--- config.mk ---
export PLATFORM = sky130hd
export DESIGN_NAME = idle_fv_ctrl
export DESIGN_NICKNAME = d
export VERILOG_FILES = /design/src/rtl/idle_fv_pkg.sv /design/src/rtl/idle_fv_detect.sv /design/src/rtl/idle_fv_timer.sv /design/src/rtl/idle_fv_vid.sv /design/src/rtl/idle_fv_fsm.sv /design/src/rtl/idle_fv_ctrl.sv
export SDC_FILE = /design/constraint.sdc
export NUM_CORES = 1
export LEC_CHECK = 0
export BUFFER_PORTS_ARGS = -buffer_cell sky130_fd_sc_hd__buf_4
export CORE_MARGIN = 2
export CORE_UTILIZATION = 30
export CTS_BUF_LIST = sky130_fd_sc_hd__clkbuf_4
export CTS_CLUSTER_DIAMETER = 30
export DETAILED_ROUTE_END_ITERATION = 10
export MAX_ROUTING_LAYER = met4
export PLACE_DENSITY = 0.54
export SLEW_MARGIN = 10
export SYNTH_ARGS = -nofsm -noshare
export SYNTH_HDL_FRONTEND = slang
export SYNTH_SLANG_ARGS = --single-unit
--- constraint.sdc ---
create_clock -name clk_i -period 7.1 [get_ports clk_i]
set_input_delay 0 -clock clk_i [delete_from_list [all_inputs] [get_ports clk_i]]
set_output_delay 0 -clock clk_i [all_outputs]
set_load 0.005 [all_outputs]
--- src/rtl/idle_fv_pkg.sv ---
package idle_fv_pkg;
  typedef enum logic [1:0] {
    ST_ACTIVE = 2'b00,
    ST_ENTER  = 2'b01,
    ST_LOW    = 2'b10,
    ST_EXIT   = 2'b11
  } pwr_state_e;
endpackage

--- src/rtl/idle_fv_detect.sv ---
module idle_fv_detect #(
  parameter int NUM_THREADS = 2
) (
  input  logic [NUM_THREADS-1:0] halt_i,
  output logic                   all_halt_o
);
  logic [NUM_THREADS:0] chain;
  assign chain[0] = 1'b1;
  for (genvar t = 0; t < NUM_THREADS; t++) begin : g_and
    assign chain[t+1] = chain[t] & halt_i[t];
  end
  assign all_halt_o = chain[NUM_THREADS];
endmodule

--- src/rtl/idle_fv_timer.sv ---
module idle_fv_timer #(
  parameter int LIMIT = 4
) (
  input  logic clk_i,
  input  logic rst_ni,
  input  logic run_i,
  output logic tick_o
);
  localparam int CW = (LIMIT > 1) ? $clog2(LIMIT) : 1;
  localparam logic [CW-1:0] LAST = CW'(LIMIT - 1);

  logic [CW-1:0] cnt_q;

  assign tick_o = run_i && (cnt_q == LAST);

  always_ff @(posedge clk_i or negedge rst_ni) begin
    if (!rst_ni)      cnt_q <= '0;
    else if (!run_i)  cnt_q <= '0;
    else if (tick_o)  cnt_q <= '0;
    else              cnt_q <= cnt_q + CW'(1);
  end
endmodule

--- src/rtl/idle_fv_vid.sv ---
module idle_fv_vid #(
  parameter int VID_W = 8
) (
  input  logic             clk_i,
  input  logic             rst_ni,
  input  logic             load_i,
  input  logic [VID_W-1:0] vid_nom_i,
  input  logic             dn_i,
  input  logic             up_i,
  output logic [VID_W-1:0] vid_o
);
  logic [VID_W-1:0] vid_q;

  always_ff @(posedge clk_i or negedge rst_ni) begin
    if (!rst_ni)     vid_q <= '0;
    else if (load_i) vid_q <= vid_nom_i;
    else if (dn_i)   vid_q <= vid_q - VID_W'(1);
    else if (up_i)   vid_q <= vid_q + VID_W'(1);
  end

  assign vid_o = vid_q;


  vid_step_chk: assert property (@(posedge clk_i) disable iff (!rst_ni)
    !load_i |=> (vid_q == $past(vid_q) || vid_q == $past(vid_q) + VID_W'(1)
                 || vid_q == $past(vid_q) - VID_W'(1)));
endmodule

--- src/rtl/idle_fv_fsm.sv ---
module idle_fv_fsm
  import idle_fv_pkg::*;
(
  input  logic       clk_i,
  input  logic       rst_ni,
  input  logic       en_i,
  input  logic       idle_i,
  input  logic       at_low_i,
  input  logic       at_nom_i,
  input  logic       step_tick_i,
  input  logic       settle_tick_i,
  output pwr_state_e state_o,
  output logic       load_o,
  output logic       dn_o,
  output logic       up_o,
  output logic       step_run_o,
  output logic       settle_run_o
);
  pwr_state_e state_q, state_d;
  logic ramp_dn, ramp_up;

  assign ramp_dn      = en_i && state_q == ST_ENTER && idle_i && !at_low_i;
  assign ramp_up      = en_i && state_q == ST_EXIT && !idle_i && !at_nom_i;
  assign step_run_o   = ramp_dn || ramp_up;
  assign dn_o         = ramp_dn && step_tick_i;
  assign up_o         = ramp_up && step_tick_i;
  assign settle_run_o = en_i && state_q == ST_EXIT && !idle_i && at_nom_i;
  assign load_o       = !en_i || state_q == ST_ACTIVE;

  always_comb begin
    state_d = state_q;
    if (!en_i) begin
      state_d = ST_ACTIVE;
    end else begin
      unique case (state_q)
        ST_ACTIVE: if (idle_i) state_d = ST_ENTER;
        ST_ENTER: begin
          if (!idle_i)       state_d = ST_EXIT;
          else if (at_low_i) state_d = ST_LOW;
        end
        ST_LOW:   if (!idle_i) state_d = ST_EXIT;
        ST_EXIT: begin
          if (idle_i)                         state_d = ST_ENTER;
          else if (at_nom_i && settle_tick_i) state_d = ST_ACTIVE;
        end
        default: state_d = ST_ACTIVE;
      endcase
    end
  end

  always_ff @(posedge clk_i or negedge rst_ni) begin
    if (!rst_ni) state_q <= ST_ACTIVE;
    else         state_q <= state_d;
  end

  assign state_o = state_q;


  single_halt_chk: assert property (@(posedge clk_i) disable iff (!rst_ni)
    (state_q == ST_ACTIVE && en_i && !idle_i) |=> state_q == ST_ACTIVE);

  enter_chk: assert property (@(posedge clk_i) disable iff (!rst_ni)
    (state_q == ST_ACTIVE && en_i && idle_i) |=> state_q == ST_ENTER);

  wake_chk: assert property (@(posedge clk_i) disable iff (!rst_ni)
    ((state_q == ST_ENTER || state_q == ST_LOW) && en_i && !idle_i) |=> state_q == ST_EXIT);

  settle_done_chk: assert property (@(posedge clk_i) disable iff (!rst_ni)
    (state_q == ST_ACTIVE && $past(state_q) == ST_EXIT && $past(en_i))
      |-> $past(at_nom_i && settle_tick_i));

  disable_chk: assert property (@(posedge clk_i) disable iff (!rst_ni)
    !en_i |=> state_q == ST_ACTIVE);
endmodule

--- src/rtl/idle_fv_ctrl.sv ---
module idle_fv_ctrl
  import idle_fv_pkg::*;
#(
  parameter int NUM_THREADS   = 2,
  parameter int FID_W         = 8,
  parameter int VID_W         = 8,
  parameter int STEP_CYCLES   = 4,
  parameter int SETTLE_CYCLES = 8
) (
  input  logic                   clk_i,
  input  logic                   rst_ni,
  input  logic [NUM_THREADS-1:0] halt_i,
  input  logic                   enable_i,
  input  logic [FID_W-1:0]       fid_nom_i,
  input  logic [FID_W-1:0]       fid_min_i,
  input  logic [VID_W-1:0]       vid_nom_i,
  input  logic [VID_W-1:0]       vid_low_i,
  output logic [FID_W-1:0]       fid_o,
  output logic [VID_W-1:0]       vid_o,
  output logic [1:0]             state_o
);
  logic             idle, at_low, at_nom;
  logic             step_tick, settle_tick, step_run, settle_run;
  logic             load, dn, up;
  logic [VID_W-1:0] vid_q;
  pwr_state_e       state_q;

  idle_fv_detect #(.NUM_THREADS(NUM_THREADS)) i_detect (
    .halt_i     (halt_i),
    .all_halt_o (idle)
  );

  idle_fv_timer #(.LIMIT(STEP_CYCLES)) i_step_tmr (
    .clk_i (clk_i), .rst_ni (rst_ni), .run_i (step_run), .tick_o (step_tick)
  );

  idle_fv_timer #(.LIMIT(SETTLE_CYCLES)) i_settle_tmr (
    .clk_i (clk_i), .rst_ni (rst_ni), .run_i (settle_run), .tick_o (settle_tick)
  );

  idle_fv_vid #(.VID_W(VID_W)) i_vid (
    .clk_i     (clk_i),
    .rst_ni    (rst_ni),
    .load_i    (load),
    .vid_nom_i (vid_nom_i),
    .dn_i      (dn),
    .up_i      (up),
    .vid_o     (vid_q)
  );

  assign at_low = vid_q <= vid_low_i;
  assign at_nom = vid_q >= vid_nom_i;

  idle_fv_fsm i_fsm (
    .clk_i         (clk_i),
    .rst_ni        (rst_ni),
    .en_i          (enable_i),
    .idle_i        (idle),
    .at_low_i      (at_low),
    .at_nom_i      (at_nom),
    .step_tick_i   (step_tick),
    .settle_tick_i (settle_tick),
    .state_o       (state_q),
    .load_o        (load),
    .dn_o          (dn),
    .up_o          (up),
    .step_run_o    (step_run),
    .settle_run_o  (settle_run)
  );

  // disable overrides combinationally so nominal is requested the same cycle
  logic nominal;
  assign nominal = !enable_i || state_q == ST_ACTIVE;
  assign fid_o   = nominal ? fid_nom_i : fid_min_i;
  assign vid_o   = nominal ? vid_nom_i : vid_q;
  assign state_o = enable_i ? state_q : ST_ACTIVE;


  fid_two_level_chk: assert property (@(posedge clk_i) disable iff (!rst_ni)
    fid_o == fid_nom_i || fid_o == fid_min_i);

  enter_floor_chk: assert property (@(posedge clk_i) disable iff (!rst_ni)
    (enable_i && state_q == ST_ENTER && vid_low_i < vid_nom_i) |-> vid_q >= vid_low_i);
endmodule

* Yosys cells after proc, flatten, opt, wreduce, memory -nomap -nowiden
Cells that the tools add are included.
** Cells by class
- $lt $le $gt $ge :: 2
- Bitwise operators :: 1
- Equal/unequal tests :: 9
- Mux-type cells :: 18
- Reductions and logical operators :: 21
- Add/sub/neg operators :: 4
** Operator list (number)
- two-way mux 8 bit :: 5
- two-way mux 2 bit :: 10
- logical AND 1 bit :: 12
- adder 8 x 1 -> 8 bit (second input constant) :: 1
- >= comparator 8 bit :: 1
- <= comparator 8 bit :: 1
- one-hot mux 2 bit (4 select lines) :: 1
- subtractor 8 x 1 -> 8 bit (second input constant) :: 1
- == test 2 bit (second input constant) :: 3
- two-way mux 3 bit :: 2
- zero test 1 bit :: 4
- != test 4 x 3 -> 1 bit (second input constant) :: 1
- != test 4 bit (second input constant) :: 1
- AND reduction 4 bit :: 1
- adder 3 x 1 -> 3 bit (second input constant) :: 1
- == test 3 bit (second input constant) :: 1
- != test 3 x 2 -> 1 bit (second input constant) :: 1
- != test 3 bit (second input constant) :: 1
- nonzero test 3 bit :: 1
- adder 2 x 1 -> 2 bit (second input constant) :: 1
- == test 2 x 1 -> 1 bit (second input constant) :: 1
- zero test 2 bit :: 1
- logical OR 1 bit :: 2
- AND 1 bit :: 1
** Storage, ports and cells
- Bits of input ports :: 37
- Register bits after elaboration :: 15
- Logic and storage cells :: 59

* Depth between registers and ports, before layout
- Depth after elaboration :: 10
- Gate-level depth with buffers :: 14
- Gate-level depth less buffers :: 14

* By module
A second synthesis with hierarchy kept.
** Second synthesis, totals
- Cell total of the unflattened synthesis :: 189
- Area total of the unflattened synthesis :: 1774.2 sq um
** Modules (own cells, without submodules)
- idle_fv_vid :: area each 650.6 sq um, cells an instance 71, instances 1, seq. area each 200.2 sq um
- idle_fv_ctrl :: area each 631.9 sq um, cells an instance 71, instances 1, seq. area each 0.0 sq um
- idle_fv_fsm :: area each 259.0 sq um, cells an instance 31, instances 1, seq. area each 50.0 sq um
- idle_fv_timer (i_settle_tmr) :: area each 135.1 sq um, cells an instance 9, instances 1, seq. area each 75.1 sq um
- idle_fv_timer (i_step_tmr) :: area each 91.3 sq um, cells an instance 6, instances 1, seq. area each 50.0 sq um
- idle_fv_detect :: area each 6.3 sq um, cells an instance 1, instances 1, seq. area each 0.0 sq um

* Worst setup path after synthesis
No wires, ideal clock.
- Path kind :: reg-to-reg
- Start :: register i_vid.vid_q[3], in the netlist i_vid.vid_o[3]
- End :: register i_vid.vid_q[6], in the netlist i_vid.vid_o[6]
- Arrival :: 2.579 ns
- Path slack :: 4.389 ns
- Period minus slack after synthesis :: 2.711 ns
- Stages on the path, launching flop included :: 14
- Library setup time :: 0.132 ns
- Data required time :: 6.968 ns
- Path through :: dfrtp_1 -> ha_1 -> and4_1 -> a21oi_1 -> o21ai_1 -> nor2_4 -> nand2_1 -> xnor2_1 -> ha_1 -> and4_1 -> and3_1 -> a31oi_1 -> xor2_1 -> o21ai_1
** On the way
- Word-level cells in the longest chain between the ends :: 8
** RTL lines
- start: declaration :: line idle_fv_vid.sv:12 : logic [VID_W-1:0] vid_q;
- start signal: assignment :: line idle_fv_vid.sv:16 : else if (load_i) vid_q <= vid_nom_i;
- start signal: assignment :: line idle_fv_vid.sv:17 : else if (dn_i) vid_q <= vid_q - VID_W'(1);
- start signal: assignment :: line idle_fv_vid.sv:18 : else if (up_i) vid_q <= vid_q + VID_W'(1);
- <= comparator 8 bit / >= comparator 8 bit (equally long branches) :: line idle_fv_ctrl.sv:51, idle_fv_ctrl.sv:52
- zero test 1 bit, on equally long branches :: line idle_fv_fsm.sv:22, idle_fv_fsm.sv:23
- logical AND 1 bit, on equally long branches :: line idle_fv_fsm.sv:22, idle_fv_fsm.sv:23
- logical OR 1 bit :: line idle_fv_fsm.sv:24 : assign step_run_o = ramp_dn || ramp_up;
- logical AND 1 bit :: line idle_fv_timer.sv:14 : assign tick_o = run_i && (cnt_q == LAST);
- logical AND 1 bit :: line idle_fv_fsm.sv:25 : assign dn_o = ramp_dn && step_tick_i;
- two-way mux 8 bit :: line idle_fv_vid.sv:17
- two-way mux 8 bit :: line idle_fv_vid.sv:16
Parallel ways exist; a longest one is shown, timed or not. The select of a mux whose other input is x is not followed.
A chain may end at the register's enable or synchronous reset.

* Final worst setup path
- Start :: register i_vid.vid_q[1], in the netlist i_vid.vid_o[1]
- End :: register i_vid.vid_q[6], in the netlist i_vid.vid_o[6]
Same word-level chain as after synthesis.

==> run metrics <==
status=finished, final reports clean; Final Setup Violations=0; CP max stage cell=dfrtp_1; Post-Syn Area per Cell=8.07 µm²; Synth area leader=dfrtp_1; clock root cell=clkbuf_4; Crit Path Class=register to register; max cap viols=0; Seq/Total Area, Yosys=23.3%; vias in the first global route=1583; GPL Wtd Cong=0.788; post-place setup slack=4060 ps; via count=1527; Routed WL per cell=12.5 µm; mapped cell area=1610 µm²; RSZ-0062 raised after global routing=false; GRT overflow=0; Placed Instances=318; Post-Layout Cell Count=330; most numerous cell in the Yosys netlist=nand2_1; diodes inserted=0; Reg2Reg Setup Slack=4030 ps; via/cell ratio=4.63; DRC viols=0; worst slew pin tran=1070 ps; Slew HR=28.3%; Core Area=5140 µm²; most used cell, CP=ha_1; reg-to-reg endpoint=i_vid.vid_o[6]; Peak VDD IR=0.101 mV; cts repair resizes=0; Max Fanout on Critical Path=10; Ys Warns=0; Die Y=77.4 µm; Hold/Removal Path Class=input port to register; Routed Antenna Nets=0; Post-synth EDFFs=0; cts bufs inserted=3; worst path cell trace=ha_1, nor2b_1, o211a_1, a2111oi_4, nor2_4, nand2_1, xnor2_1, ha_1, and4_1, and3_1, a31oi_1, xor2_1, o21ai_1; CP Data Arrival Time=3220 ps; Slew Viols, Final=0; Cells after Synth=200; crit path to=i_vid.vid_o[6]; Syn Nets=262; worst clock skew=5.28 ps; share of cells above drive strength 1=26.9%; initial antenna violation count=0; Reg-to-Reg Start=i_vid.vid_o[1]; I/O pins=55; first-pass GRT wire length=7150 µm; Post CTS Setup Buffer Count=0; Post-synth ARST share=100%; synthesis-to-layout area growth=35.6%; pin count of the biggest net entering global routing=26; CP Capture Type=register; Commonest cells post-synth=nand2_1 (51), ha_1 (25), inv_1 (18), dfrtp_1 (15), o21ai_1 (13); clk slew on worst S/H paths=90 ps; total routed wirelength=4140 µm; #FFs+latches synth=15; Crit. Startpoint=i_vid.vid_o[1]; Util after Layout=42.6%; pwr dens=227 nW/µm²; area of the multi-input gates=1140 µm²; row cnt=26; Synth Flop Type=dfrtp_1; Fmax=325 MHz; Clock Tree Buf Depth=2; final critical-path setup slack=4030 ps; top area cells in the synthesized netlist=dfrtp_1 (23%), ha_1 (19%), nand2_1 (12%); Iter 0 DRT Violations=29; Reg2Reg Depth=13; TNS Setup=0 ps; clock period minus worst slack=3070 ps; part of the cycle the worst path needs=43.3%; net count reported at finish=323; Setup crit start kind=register; share of the synthesized area in the top cell type=23.3%; die area=5980 µm²; largest stage delay on the critical path=530 ps; clock latency on the worst-skew pair=280 ps; port buffer count=54; H-tree Lvls=1; total power=0.496 mW; initial core utilization=31.4%; area occupied by registers=375 µm²; # fillers=553; Pleak=1.14 nW; drt pass-1 iters=4; Clock Sinks=15; Critical Path RT=7240 ps; Final Hold Viols=0; chip width=77.4 µm; Distinct cells, synth=43; CTS tree=yes; hpwl dp=3330 µm; Tot GR Track Use=14.9%
-- per-layer routing --
metal | GRT usage (%) | vias to the layer above | wire, µm
met3 | 2.67 | 2 | 113
met2 | 23.5 | 20 | 1880
met5 | - | - | 0
met4 | 3.39 | 0 | 34
li1 | - | 816 | -
met1 | 19.9 | 689 | 2110
-- worst min-delay path by stage --
stage / end / cells past startpoint / from
after detailed placement: i_fsm.state_o[1] / 1 / rst_ni
after CTS: i_fsm.state_o[1] / 3 / enable_i
after global routing: i_fsm.state_o[1] / 3 / enable_i
after floorplan: i_fsm.state_o[0] / 0 / rst_ni
after global placement: i_fsm.state_o[0] / 1 / rst_ni
final: i_fsm.state_o[1] / 3 / enable_i
-- sequential cells by signal, summed over array words and instances, names as in the netlist --
| name | cells |
|---|---|
| i_fsm.state_o | 2 |
| i_settle_tmr.cnt_q | 3 |
| i_step_tmr.cnt_q | 2 |
| i_vid.vid_o | 8 |
-- kinds of logic after synthesis --
family | count (synthesis) | share of synthesized area (%)
compound gates | 36 | 17.6
xor+xnor | 7 | 3.80
fa+ha+maj | 25 | 19.4
buf+inv | 24 | 5.81
flops | 15 | 23.3
mux | 5 | 3.26
simple gates | 88 | 26.9
-- area by class of cell --
| cell class | count | share of cell area (%) |
|---|---|---|
| multi-input combinational | 161 | 52.3 |
| timing repair buffer | 62 | 22.2 |
| sequential | 15 | 17.2 |
| tap | 70 | 4.00 |
| inverter | 18 | 3.09 |
| clock buffer | 3 | 1.03 |
| clock inverter | 1 | 0.229 |
-- per-stage QoR --
step                hold WS (ps)  area [µm²]
floorplan                   -296        1610
global placement            -125        2080
detailed placement          -128        2080
CTS                         14.0        2190
global route                27.4        2190
finish                      27.6        2190
-- power breakdown --
part | internal [mW] | switching, mW
Sequential | 0.106 | 0.0363
Combinational | 0.148 | 0.157
Clock | 0.0209 | 0.0283
Total | 0.275 | 0.221
-- repair_timing --
item / CTS / global route
hold endpoints to repair: 22 / 0
hold buffers: 8 / 0
setup endpoints to repair: 0 / 0
-- layout by cell type (no fill, tap or decap), types with 3 or more instances in the layout --
cell type / Yosys / layout
nor2b_1: 4 / 4
nor3_1: 3 / 3
mux2i_1: 3 / 3
o21ai_1: 13 / 13
xor2_1: 4 / 4
dlygate4sd3_1: 0 / 8
dfrtp_1: 15 / 15
nand2_1: 51 / 51
a21oi_1: 5 / 5
ha_1: 25 / 25
xnor2_1: 3 / 3
and4_1: 5 / 5
inv_1: 18 / 18
clkbuf_4: 1 / 3
nor2_1: 6 / 6
buf_4: 0 / 54
-- critical path, delay by kind of cell, from the launching register on --
kind	cells	cell delay, ps
AOI/OAI and AO/OA	4	880
xor gates and xnor gates	2	230
adders and majority gates	2	530
DFF	1	530
and+or+nand+nor	5	760
(Power assumes the default switching activity.)
